### src/rtl/mref_pkg.sv
package mref_pkg;
  localparam int unsigned MREF_MIN_SHARES = 2;

  function automatic int unsigned lane_lsb(input int unsigned idx, input int unsigned w);
    return idx * w;
  endfunction
endpackage

### src/rtl/mref_acc_stage.sv
// One XOR stage of the last-share accumulation chain.
module mref_acc_stage #(
  parameter int unsigned W = 8
) (
  input  logic [W-1:0] acc_i,
  input  logic [W-1:0] rand_i,
  output logic [W-1:0] acc_o
);
  assign acc_o = acc_i ^ rand_i;
endmodule

### src/rtl/mref_lane_mask.sv
// Masks one of the first N-1 shares with its own random word.
module mref_lane_mask #(
  parameter int unsigned W = 8
) (
  input  logic [W-1:0] share_i,
  input  logic [W-1:0] rand_i,
  output logic [W-1:0] share_o
);
  assign share_o = share_i ^ rand_i;
endmodule

### src/rtl/mref_out_reg.sv
module mref_out_reg #(
  parameter int unsigned SW = 32
) (
  input  logic          clk_i,
  input  logic          rst_ni,
  input  logic          load_i,
  input  logic [SW-1:0] d_i,
  output logic [SW-1:0] q_o,
  output logic          vld_o
);
  always_ff @(posedge clk_i or negedge rst_ni) begin
    if (!rst_ni) begin
      q_o   <= '0;
      vld_o <= 1'b0;
    end else begin
      vld_o <= load_i;
      if (load_i) q_o <= d_i;
    end
  end
endmodule

### src/rtl/mref_gadget.sv
module mref_gadget
  import mref_pkg::*;
#(
  parameter int unsigned N = 4,
  parameter int unsigned W = 8
) (
  input  logic             clk_i,
  input  logic             rst_ni,
  input  logic             in_valid_i,
  output logic             in_ready_o,
  input  logic [N*W-1:0]   shares_i,
  input  logic [(N-1)*W-1:0] rand_i,
  output logic [N*W-1:0]   shares_o,
  output logic             out_valid_o
);
  localparam int unsigned SW   = N * W;
  localparam int unsigned LAST = N - 1;

  if (N < MREF_MIN_SHARES) begin : g_bad_n
    initial $error("mref_gadget: N must be at least 2");
  end

  logic [W-1:0]  acc [N];
  logic [SW-1:0] nxt;

  assign in_ready_o = 1'b1;
  assign acc[0] = shares_i[lane_lsb(LAST, W) +: W];

  // serial chain: acc[j+1] = acc[j] ^ r_j, word 0 first
  for (genvar j = 0; j < N - 1; j++) begin : g_chain
    mref_acc_stage #(.W(W)) i_stage (
      .acc_i  (acc[j]),
      .rand_i (rand_i[j*W +: W]),
      .acc_o  (acc[j+1])
    );
  end

  for (genvar i = 0; i < N - 1; i++) begin : g_lane
    mref_lane_mask #(.W(W)) i_mask (
      .share_i (shares_i[i*W +: W]),
      .rand_i  (rand_i[i*W +: W]),
      .share_o (nxt[i*W +: W])
    );
  end

  assign nxt[LAST*W +: W] = acc[LAST];

  mref_out_reg #(.SW(SW)) i_out (
    .clk_i  (clk_i),
    .rst_ni (rst_ni),
    .load_i (in_valid_i & in_ready_o),
    .d_i    (nxt),
    .q_o    (shares_o),
    .vld_o  (out_valid_o)
  );
endmodule

### config.mk
export PLATFORM = sky130hd
export DESIGN_NAME = mref_gadget
export DESIGN_NICKNAME = d
export VERILOG_FILES = /design/src/rtl/mref_pkg.sv /design/src/rtl/mref_acc_stage.sv /design/src/rtl/mref_lane_mask.sv /design/src/rtl/mref_out_reg.sv /design/src/rtl/mref_gadget.sv
export SDC_FILE = /design/constraint.sdc
export NUM_CORES = 1
export LEC_CHECK = 0
export ABC_AREA = 1
export BUFFER_PORTS_ARGS = -buffer_cell sky130_fd_sc_hd__buf_2
export CAP_MARGIN = 20
export CORE_ASPECT_RATIO = 1.4
export CORE_MARGIN = 4
export CORE_UTILIZATION = 35
export DETAILED_ROUTE_END_ITERATION = 8
export GPL_TIMING_DRIVEN = 0
export SYNTH_ARGS = -nofsm -noshare
export SYNTH_HDL_FRONTEND = slang
export SYNTH_SLANG_ARGS = --single-unit
### constraint.sdc
create_clock -name clk_i -period 0.9 [get_ports clk_i]
set_clock_uncertainty 0.1 [all_clocks]
set_input_delay 0.045 -clock clk_i [delete_from_list [all_inputs] [get_ports clk_i]]
set_output_delay 0.045 -clock clk_i [all_outputs]
set_load 0.1 [all_outputs]
==> metrics.md, run 1 <==
| Metric | Value |
|---|---|
| Power per cell area | `1690 nW/um^2` |
| Ordered cell list for the critical path | `buf_12` |
| Slack of the critical path | `-198 ps` |
| Post-synthesis sequential area ratio | `between 40% and 50%` |
| Maximum fanout count along the critical path | `2` |
| Fraction of final layout cells with drive strength greater than 1 | `41.1%` |
| Placed wire-length estimate | `approximately 4000 microns` |
| Final GP Congestion | `about 0.72` |
| Leak | `1.92 nW` |
| CTS Sinks | `33` |
| Synth Register Bits | `33` |
| Final period util | `122%` |
| Number of nets still failing antenna checks after routing | `0` |
| Number of buffers created by CTS | `5` |
| # IOs | `93` |
| DRT iter0 DRCs | `36` |
| Cells after Synth | `between 200 and 300` |
| Fin. max-slew vios | `0` |
| Number of iterations in the first detailed-routing pass | `6` |
| Row count | `32` |
| Total number of yosys warnings | `0` |
| Type of element launching the critical path | `flop` |
| Highest ir drop seen on vdd | `0.000974 V` |
| Basic-gate share of the synthesized area counting and, or, nand and nor cells | `28.9%` |
| Setup WS pre-CTS | `-344 ps` |
| Diode count | `0` |
| CP startpoint | `i_out.q_o[0]` |
| Final critical path time including I/O delays and setup | `1100 ps` |
| Latest clock arrival within the worst-skew pair | `280 ps` |
| Mean instance size in the synthesized netlist | `7.09 sq um` |
| Hold_ws | `-263 ps` |
| Post-Synth Adder-Cell Area | `0%` |
| Area of the mapped netlist | `2010 sq um` |
| CTS Root Buffer Type | `clkbuf_8` |
| Number of library cell types mapped by synthesis | `15` |
| GRT Residual Overflow | `0` |
| Max frequency | `911 MHz` |
| Data arrival time of the worst path | `950 ps` |
| Routed vias | `2081` |
| Largest delay share family, worst path | `flip-flops` |
| Via count of the first global-routing pass | `2152` |
| Final routed DRC violation total | `0` |
| Via-per-instance ratio | `4.34` |
| Element type at the critical path end | `output pin` |
| WP buf/inv | `1` |
| Chip Width | `72 microns` |
| Status | `finished, violations left` |
| Fraction of the mapped netlist area in compound gates | `7.48%` |
| Number of buffers inserted for hold repair after clock tree synthesis | `26` |
| I/O Buffers | `between 90 and 100` |
| Setup tns final | `-6230 ps` |
| Post-placement cell count | `442` |
| Relative slew margins | `48.9%` |
| Crit path largest cell delay | `approximately 500 ps` |
| Detailed-route wire length | `slightly below 6000 microns` |
| GRT Total Usage | `17.6%` |
| Required time of the critical path | `750 ps` |
| Layout Area Growth over Synthesis | `82.9%` |
| Post-Syn Nets | `342` |
| Starting utilization of the core area | `36.3%` |
| Total chip power | `0.00620 W` |
| Largest family of logic cells by synthesized area | `simple AND/OR/NAND/NOR gates` |
| Critical path's slowest cell | `dfrtp_4` |
| Wire length per cell after detailed routing | `~12 microns` |
| Layout Utilization | `66.4%` |
| Final number of hold-violating endpoints | `39` |
| Post-synthesis xor/xnor area fraction | `10.5%` |
| Depth of the CTS H-tree | `2` |
| Number of antenna violations at the first check in global routing | `0` |
| Layout Cells excl Fill | `between 400 and 500` |
| Multiplexer share of the synthesized area | `0%` |
| Final setup vio count | `40` |
| TritonCTS clock tree | `done` |
| Path class of the lowest-slack min-delay path | `primary input to asynchronous set/reset pin` |
| Number of max-cap violations | `0` |
| Bufs on Longest Clock Path | `2` |
| Setup repair after global routing missed its margin | `yes` |
| Clock-pin transition on the worst setup and hold timing paths | `70 ps` |
| Critical path class | `flop to output pin` |
| Transition time at the pin with the least slew margin | `766 ps` |
| Die height | `97.6 microns` |
| Global-route wire length before repair | `roughly 10000 microns` |
| Total Die Area | `7030 sq um` |
| Violated checks | `hold timing, setup timing` |
| Core area | `around 5500 sq um` |
| Pin count of the biggest net entering global routing | `34` |
| Startpoint of the worst-slack reg-to-reg timing path | `i_out.q_o[19]` |
| Final-stage net count | `roughly 470` |
[logic make-up (layout without fill, tap and decap cells)]
group | Yosys count | count (layout)
AOI/OAI and AO/OA | 24 | 24
xor gates and xnor gates | 24 | 24
buffers and inverters | 49 | 177
DFF | 33 | 33
other | 1 | 1
and+or+nand+nor | 152 | 152
[worst paths after layout]
| path | end | slack, ps | cells after the start |
|---|---|---|---|
| setup / recovery | shares_o[0] | -200 | 1 |
| hold / removal | i_out.q_o[20] | -260 | 1 |
| setup reg to reg | i_out.q_o[19] | -30 | 3 |
| hold reg to reg | i_out.q_o[16] | 450 | 2 |
| max in group asynchronous | i_out.q_o[5] | 390 | 1 |
| min in group clk_i | i_out.q_o[17] | -10 | 3 |
[layout make-up]
cell class | count | area [sq um]
fillers | 428 | 1850
clock inverters | 2 | 10.0
clock buffers | 6 | 72.6
inverters | 41 | 154
multi-input cells | 201 | 1060
flip-flops and latches | 33 | 945
well taps | 68 | 85.1
repair buffers | 120 | 1260
plain buffers | 8 | 83.8
[through the flow]
step / area (sq um) / hold WS (ps)
2_1_floorplan: 2140 / -351
3_3_place_gp: 2680 / 58.3
3_5_place_dp: 2680 / 56.0
4_1_cts: 3570 / -249
5_1_grt: 3670 / -205
6_report: 3670 / -263
[state kept, by name, summed over array words and instances (netlist names)]
| name | cells |
|---|---|
| i_out.q_o | 32 |
| i_out.vld_o | 1 |
[timing repair]
item,CTS,global route
pin swaps,0,5
gates resized for setup,134,21
setup endpoints to repair,43,49
hold endpoints to repair,58,34
gates cloned,0,0
setup buffers,6,4
[layer usage]
metal  wire [microns]  share of wire [%]  track usage, %
met1             2040                 35            18.2
met5                0                  0               0
met4              118                2.0            5.64
met3              236                4.1            3.00
met2             3420                 59            34.5
[cells in the final DEF (no fill, tap or decap)]
cell	synthesis	routed
buf_2	0	54
clkbuf_2	0	1
nand2_1	128	121
clkinv_2	0	2
o21ai_2	8	8
buf_6	5	13
dfrtp_2	0	2
nand2_2	0	4
buf_8	1	1
buf_4	1	1
xnor2_2	0	11
buf_12	0	32
nand3_1	8	8
clkbuf_1	1	1
dlygate4sd3_1	0	26
inv_2	1	1
nand2_4	0	3
xnor2_1	24	13
dfrtp_4	0	31
clkbuf_8	0	5
conb_1	1	1
o21ai_1	3	16
nor2_1	16	16
inv_1	40	40
[Yosys cell counts]
cell      number  area, sq um
xnor2_1       24          210
nand3_1        8         40.0
nor2_1        16         60.1
clkbuf_1       1         3.75
buf_6          5         56.3
dfrtp_1       33          826
o21ai_1        3         15.0
inv_2          1         3.75
o21ai_0       13         65.1
conb_1         1         3.75
nand2_1      128          480
inv_1         40          150
buf_4          1         7.51
o21ai_2        8         70.1
buf_8          1         15.0
[power by group]
part           switching [W]  internal, W  total (W)
Clock               0.000529     0.000536    0.00106
Sequential          0.000206      0.00178    0.00198
Combinational        0.00194      0.00121    0.00315
Note: power is estimated with default switching activity, not from simulation.
==> run 2: changes to the inputs <==
--- a/config.mk
+++ b/config.mk
@@ -5,7 +5,6 @@
 export SDC_FILE = /design/constraint.sdc
 export NUM_CORES = 1
 export LEC_CHECK = 0
-export ABC_AREA = 1
 export BUFFER_PORTS_ARGS = -buffer_cell sky130_fd_sc_hd__buf_2
 export CAP_MARGIN = 20
 export CORE_ASPECT_RATIO = 1.4
@@ -13,6 +12,7 @@
 export CORE_UTILIZATION = 35
 export DETAILED_ROUTE_END_ITERATION = 8
 export GPL_TIMING_DRIVEN = 0
+export PLACE_DENSITY = 0.67
 export SYNTH_ARGS = -nofsm -noshare
 export SYNTH_HDL_FRONTEND = slang
 export SYNTH_SLANG_ARGS = --single-unit
==> run 2 against run 1 <==
The run still ends with hold timing, setup timing left. Flip-flop and latch count is the same. Utilization up 8.1 points. Worst hold slack lost 11 ps. Register-to-register slack lost 40 ps. Combinational power is 6% higher. Largest power group unchanged. Highest routed layer unchanged.
==> metrics.md, run 2 <==
| Metric | Value |
|---|---|
| # IOs | `93 (unchanged)` |
| Leak | `1.35 nW (-30%)` |
| Synth Register Bits | `33 (unchanged)` |
| Capture instance of the worst register-to-register path | `i_out.q_o[27]` |
| CTS Root Buffer Type | `clkbuf_8` |
| Placed wire-length estimate | `3350 microns (-17%)` |
| CTS Sinks | `33 (unchanged)` |
| Largest registers ranked by flip-flop count | `i_out.q_o: 32 flops, i_out.vld_o: 1 flops` |
| Chip Width | `64.8 microns (-10%)` |
| GRT Total Usage | `20.1% (+2.4 points)` |
| Required time of the critical path | `750 ps (about the same)` |
| Setup tns final | `-6520 ps (-286 ps)` |
| Largest delay share family, worst path | `flip-flops` |
| Post-synthesis sequential area ratio | `52.2% (+11 points)` |
| Crit path largest cell delay | `500 ps (about the same)` |
| Bufs on Longest Clock Path | `2 (unchanged)` |
| Commonest non-fill, non-tap cells in the layout | `buf_2 (60), xnor2_1 (40), dfrtp_4 (32), buf_12 (32), a21oi_1 (24)` |
| Global-route wire length before repair | `8370 microns (-14%)` |
| Layout Utilization | `74.6% (+8.1 points)` |
| Path class of the lowest-slack min-delay path | `primary input to asynchronous set/reset pin` |
| Starting utilization of the core area | `36.7% (+0.41 points)` |
| I/O Buffers | `91 (unchanged)` |
| Setup WS pre-CTS | `-61.4 ps (+283 ps)` |
| Number of inserted filler cells in the final layout | `307 (-28%)` |
| Final-stage net count | `336 (-28%)` |
| Placed instance area | `2230 sq um (-17%)` |
| DRT iter0 DRCs | `52 (+44%)` |
| Layout Cells excl Fill | `337 (-30%)` |
| Power per cell area | `2030 nW/um^2 (+20%)` |
| Register-to-Register Setup Slack | `-70 ps (-40 ps)` |
| Row count | `28 (-13%)` |
| Startpoint of the worst-slack reg-to-reg timing path | `i_out.q_o[27]` |
| Cells after Synth | `154 (-46%)` |
| Area of the mapped netlist | `1580 sq um (-21%)` |
| WP depth | `1 (unchanged)` |
| Total Die Area | `5680 sq um (-19%)` |
| Ordered cell list for the critical path | `buf_12` |
| Commonest register cell after synthesis | `dfrtp_1` |
| Layout Area Growth over Synthesis | `103%` |
| Max reg flops | `32 (unchanged)` |
| Via count of the first global-routing pass | `1698 (-21%)` |
| Biggest area contributors in the synthesized netlist | `dfrtp_1 (52%), xnor2_1 (27%), a21oi_1 (10%)` |
| Latest clock arrival within the worst-skew pair | `280 ps (about the same)` |
| Final routed DRC violation total | `0 (unchanged)` |
| Commonest non-fill, non-tap cell in the layout | `buf_2` |
| Wire length per cell after detailed routing | `16.0 microns (+31%)` |
| Final setup vio count | `38 (-5.0%)` |
| Total number of yosys warnings | `0 (unchanged)` |
| Diode count | `0 (unchanged)` |
| Final period util | `123% (+1.0 points)` |
| Highest ir drop seen on vdd | `0.00140 V (+43%)` |
| Number of max-cap violations | `0 (unchanged)` |
| Type of element launching the critical path | `flop` |
| Status | `finished, violations left` |
| Setup repair after global routing missed its margin | `yes` |
| Slack of the critical path | `-207 ps (-9.00 ps)` |
| Number of iterations in the first detailed-routing pass | `4 (-2)` |
| Element type at the critical path end | `output pin` |
| Hold_ws | `-274 ps (-11.2 ps)` |
| Pin count of the biggest net entering global routing | `34 (unchanged)` |
| Violated checks | `hold timing, setup timing` |
| Proportion of synthesized flip-flops having asynchronous set or reset | `100% (unchanged)` |
| Final GP Congestion | `0.727 (+0.71%)` |
| Number of antenna violations at the first check in global routing | `0 (unchanged)` |
| R2R cell count | `3 (unchanged)` |
| Maximum fanout count along the critical path | `2 (unchanged)` |
| Register with the highest flop count | `i_out.q_o` |
| Number of buffers created by CTS | `5 (unchanged)` |
| Via-per-instance ratio | `4.58 (+5.5%)` |
| Routed vias | `1545 (-26%)` |
| Transition time at the pin with the least slew margin | `754 ps (-12.3 ps)` |
| Cell area after layout | `3210 sq um (-12%)` |
| Number of nets still failing antenna checks after routing | `0 (unchanged)` |
| Data arrival time of the worst path | `960 ps (about the same)` |
| Most frequently used cell type in the post-synthesis netlist | `xnor2_1` |
| Final number of hold-violating endpoints | `53 (+36%)` |
| Depth of the CTS H-tree | `2 (unchanged)` |
| Die height | `87.6 microns (-10%)` |
| GRT Residual Overflow | `0 (unchanged)` |
| Top cell type by total area after synthesis | `dfrtp_1` |
| WP buf/inv | `1 (unchanged)` |
| Count of flip-flops with a built-in enable after synthesis | `0 (unchanged)` |
| Core area | `4310 sq um (-22%)` |
| Post-placement cell count | `305 (-31%)` |
| Fraction of final layout cells with drive strength greater than 1 | `60.6% (+20 points)` |
| Portion of synthesized cell area occupied by the leading cell type | `52.2% (+11 points)` |
| Critical path class | `flop to output pin` |
| Synth top cells by count | `xnor2_1 (48), dfrtp_1 (33), a21oi_1 (32), nor2_1 (32), buf_4 (5)` |
| Critical path's slowest cell | `dfrtp_4` |
| Clock-pin transition on the worst setup and hold timing paths | `70 ps (about the same)` |
| Relative slew margins | `49.7% (+0.82 points)` |
| Max frequency | `904 MHz (-0.81%)` |
| Detailed-route wire length | `5380 microns (-7.6%)` |
| Mean instance size in the synthesized netlist | `10.3 sq um (+45%)` |
| Post-Syn Nets | `213 (-38%)` |
| TritonCTS clock tree | `done` |
| Fin. max-slew vios | `0 (unchanged)` |
| Final critical path time including I/O delays and setup | `1110 ps (+9.00 ps)` |
| Number of library cell types mapped by synthesis | `7 (-8)` |
-- run 2: kinds of logic (layout without fill, tap and decap cells) --
| group | Yosys count | count (layout) | share of synthesized area [%] |
|---|---|---|---|
| xor gates and xnor gates | 48 | 48 | 26.6 |
| other | 1 | 1 | 0.237 |
| and+or+nand+nor | 32 | 32 | 7.59 |
| AOI/OAI and AO/OA | 32 | 32 | 10.1 |
| DFF | 33 | 33 | 52.2 |
| buffers and inverters | 8 | 131 | 3.32 |
-- run 2: per-stage QoR --
step / hold slack, ps / total power [W]
after floorplan: -351 / 0.00389
after global placement: 54.6 / 0.00438
final: -274 / 0.00651
after global routing: -228 / 0.00677
after CTS: -259 / 0.00637
after detailed placement: 51.5 / 0.00439
-- run 2: power breakdown --
| part | switching [W] | internal (W) | leakage [nW] |
|---|---|---|---|
| Combinational | 0.00206 | 0.00128 | 0.959 |
| Clock | 0.000514 | 0.000606 | 0.0443 |
| Sequential | 0.000239 | 0.00181 | 0.345 |
| Total | 0.00281 | 0.00370 | 1.35 |
-- run 2: worst max-delay path by stage --
stage             startpoint            end
4_1_cts         i_out.q_o[5]    shares_o[5]
2_1_floorplan  i_out.q_o[24]  i_out.q_o[24]
3_3_place_gp   i_out.q_o[28]   shares_o[28]
3_5_place_dp   i_out.q_o[21]   shares_o[21]
5_1_grt        i_out.q_o[19]   shares_o[19]
6_report        i_out.q_o[3]    shares_o[3]
-- run 2: what timing repair did --
item,in CTS,in global routing
setup buffers,1,3
hold endpoints to repair,58,51
setup endpoints to repair,33,49
pin swaps,0,11
resized for setup,130,37
hold buffers,24,1
-- run 2: final cells by class --
class / instances / area, sq um / share of cell area, %
Tap cell: 60 / 75.1 / 2.34
Buffer: 8 / 52.6 / 1.64
Sequential cell: 33 / 947 / 29.5
Multi-Input combinational cell: 113 / 847 / 26.4
Timing Repair Buffer: 116 / 1200 / 37.5
Clock buffer: 7 / 86.3 / 2.69
-- run 2: per-layer routing --
metal / vias to the layer above / part of all wire (%) / GRT usage [%]
li1: 733 / - / -
met1: 746 / 33 / 20.3
met2: 52 / 60 / 38.2
met3: 14 / 3.9 / 4.49
met4: 0 / 3.0 / 9.81
met5: - / 0 / 0
==> run 3: changes to the inputs <==
--- a/config.mk
+++ b/config.mk
@@ -13,6 +13,7 @@
 export DETAILED_ROUTE_END_ITERATION = 8
 export GPL_TIMING_DRIVEN = 0
 export PLACE_DENSITY = 0.67
+export RECOVER_POWER = 50
 export SYNTH_ARGS = -nofsm -noshare
 export SYNTH_HDL_FRONTEND = slang
 export SYNTH_SLANG_ARGS = --single-unit
==> run 3 against run 2 <==
Utilization is essentially flat. Global-route usage is the same. The flow still finishes with violations (hold timing, setup timing). Non-clock buffer count is the same. Power is essentially flat. Clock power is essentially flat. Via count is the same. Combinational power is essentially flat. Die area is the same.
==> metrics.md, run 3 (synthesized netlist as in run 2, its figures left out) <==
| Metric | Value |
|---|---|
| Status | `finished, violations left` |
| Violated checks | `hold timing, setup timing` |
| # IOs | `93 (unchanged)` |
| Path class of the lowest-slack min-delay path | `primary input to asynchronous set/reset pin` |
| Required time of the critical path | `750 ps (about the same)` |
| Routed vias | `1545 (unchanged)` |
| Final critical path time including I/O delays and setup | `1110 ps (unchanged)` |
| Starting utilization of the core area | `36.7% (unchanged)` |
| Final GP Congestion | `0.727 (unchanged)` |
| Data arrival time of the worst path | `960 ps (about the same)` |
| Critical path's slowest cell | `dfrtp_4` |
| CTS Root Buffer Type | `clkbuf_8` |
| Layout Area Growth over Synthesis | `103% (about the same)` |
| Leak | `1.35 nW (-0.19%)` |
| Setup WS pre-CTS | `-61.4 ps (unchanged)` |
| Global-route wire length before repair | `8370 microns (unchanged)` |
| Largest delay share family, worst path | `flip-flops` |
| I/O Buffers | `91 (unchanged)` |
| Hold_ws | `-246 ps (+28.5 ps)` |
| Chip Width | `64.8 microns (unchanged)` |
| Latest clock arrival within the worst-skew pair | `280 ps (about the same)` |
| Maximum fanout count along the critical path | `2 (unchanged)` |
| Highest ir drop seen on vdd | `0.00140 V (unchanged)` |
| Max reg flops | `32 (unchanged)` |
| Element type at the critical path end | `output pin` |
| Detailed-route wire length | `5380 microns (unchanged)` |
| Final number of hold-violating endpoints | `53 (unchanged)` |
| Type of element launching the critical path | `flop` |
| Fin. max-slew vios | `0 (unchanged)` |
| Final-stage net count | `336 (unchanged)` |
| Final period util | `123% (unchanged)` |
| Post-placement cell count | `305 (unchanged)` |
| Number of max-cap violations | `0 (unchanged)` |
| Critical path class | `flop to output pin` |
| Commonest non-fill, non-tap cell in the layout | `buf_2` |
| Bufs on Longest Clock Path | `2 (unchanged)` |
| CTS Sinks | `33 (unchanged)` |
| Core area | `4310 sq um (unchanged)` |
| TritonCTS clock tree | `done` |
| Number of buffers created by CTS | `5 (unchanged)` |
| Placed wire-length estimate | `3350 microns (unchanged)` |
| Diode count | `0 (unchanged)` |
| Number of antenna violations at the first check in global routing | `0 (unchanged)` |
| Via-per-instance ratio | `4.58 (unchanged)` |
| Total Die Area | `5680 sq um (unchanged)` |
| Ordered cell list for the critical path | `buf_12` |
| Transition time at the pin with the least slew margin | `844 ps (+89.7 ps)` |
| Commonest non-fill, non-tap cells in the layout | `buf_2 (58), xnor2_1 (40), dfrtp_4 (32), buf_12 (32), a21oi_1 (24)` |
| DRT iter0 DRCs | `52 (unchanged)` |
| Register with the highest flop count | `i_out.q_o` |
| Final routed DRC violation total | `0 (unchanged)` |
| Depth of the CTS H-tree | `2 (unchanged)` |
| Final setup vio count | `38 (unchanged)` |
| Max frequency | `904 MHz (unchanged)` |
| Setup repair after global routing missed its margin | `yes` |
| Via count of the first global-routing pass | `1698 (unchanged)` |
| Relative slew margins | `43.8% (-6.0 points)` |
| Largest registers ranked by flip-flop count | `i_out.q_o: 32 flops, i_out.vld_o: 1 flops` |
| Wire length per cell after detailed routing | `16.0 microns (unchanged)` |
| WP buf/inv | `1 (unchanged)` |
| Power per cell area | `2030 nW/um^2 (about the same)` |
| Number of iterations in the first detailed-routing pass | `4 (unchanged)` |
| Clock-pin transition on the worst setup and hold timing paths | `70 ps (about the same)` |
| Pin count of the biggest net entering global routing | `34 (unchanged)` |
| Crit path largest cell delay | `500 ps (about the same)` |
| Die height | `87.6 microns (unchanged)` |
| Row count | `28 (unchanged)` |
| Slack of the critical path | `-207 ps (unchanged)` |
| Fraction of final layout cells with drive strength greater than 1 | `60.3% (-0.36 points)` |
| Layout Cells excl Fill | `337 (unchanged)` |
| GRT Total Usage | `20.1% (unchanged)` |
| GRT Residual Overflow | `0 (unchanged)` |
| Number of nets still failing antenna checks after routing | `0 (unchanged)` |
==> run 3: cell count changes in the layout (fill, tap and decap cells not counted) <==
cell and delta:
buf_2 -2, clkbuf_1 +1, clkbuf_2 +1
==> run 3: per-stage QoR <==
stage | utilization (%) | TNS (ps) | total power [W] | hold WS [ps] | instance area [sq um]
CTS | 70.9 | -6620 | 0.00637 | -259 | 3060
global route | 74.5 | -7620 | 0.00677 | -192 | 3210
detailed placement | 51.9 | -1660 | 0.00439 | 51.5 | 2230
global placement | 51.9 | -1630 | 0.00438 | 54.6 | 2230
floorplan | - | -2860 | 0.00389 | -351 | 1700
finish | 74.5 | -6520 | 0.00651 | -246 | 3210
==> run 3: report_power, final <==
| part | internal [W] | switching (W) |
|---|---|---|
| combinational | 0.00128 | 0.00206 |
| clock | 0.000606 | 0.000514 |
| sequential | 0.00181 | 0.000239 |
| total | 0.00370 | 0.00281 |
==> run 3: repair_timing <==
item / 4_1_cts / 5_1_grt
pin swaps: 0 / 11
hold buffers: 24 / 1
resized for setup: 130 / 37
endpoints found under the hold margin: 58 / 51
endpoints found under the setup margin: 33 / 49
setup buffers: 1 / 3
==> run 3: worst reg2reg max path, delay by kind of cell (launching register included) <==
family	cells	cell delay, ps
AOI/OAI and AO/OA	1	40
and+or+nand+nor	1	80
DFF	1	500
buffers and inverters	1	130
==> run 3: metal layers <==
metal  GRT usage, %  part of all wire (%)  up-vias
met2           38.2                    60       52
met5              0                     0        -
met3           4.49                   3.9       14
li1               -                     -      733
met4           9.81                   3.0        0
met1           20.3                    33      746
==> run 3: path summary, 6_finish.rpt <==
| kind | slack (ps) | end | startpoint | cells past startpoint |
|---|---|---|---|---|
| max | -210 | shares_o[3] | i_out.q_o[3] | 1 |
| min | -250 | i_out.vld_o | rst_ni | 1 |
| max reg2reg | -70 | i_out.q_o[27] | i_out.q_o[27] | 3 |
| min reg2reg | 500 | i_out.q_o[22] | i_out.q_o[22] | 2 |
| max in group asynchronous | 320 | i_out.q_o[3] | rst_ni | 1 |
| min in group clk_i | -30 | i_out.q_o[14] | rand_i[14] | 3 |
==> run 3: cell type report <==
cell class                      count  area (sq um)
Clock buffer                        7          86.3
Sequential cell                    33           947
Timing Repair Buffer              116          1200
Tap cell                           60          75.1
Fill cell                         307          1100
Buffer                              8          52.6
Multi-Input combinational cell    113           847
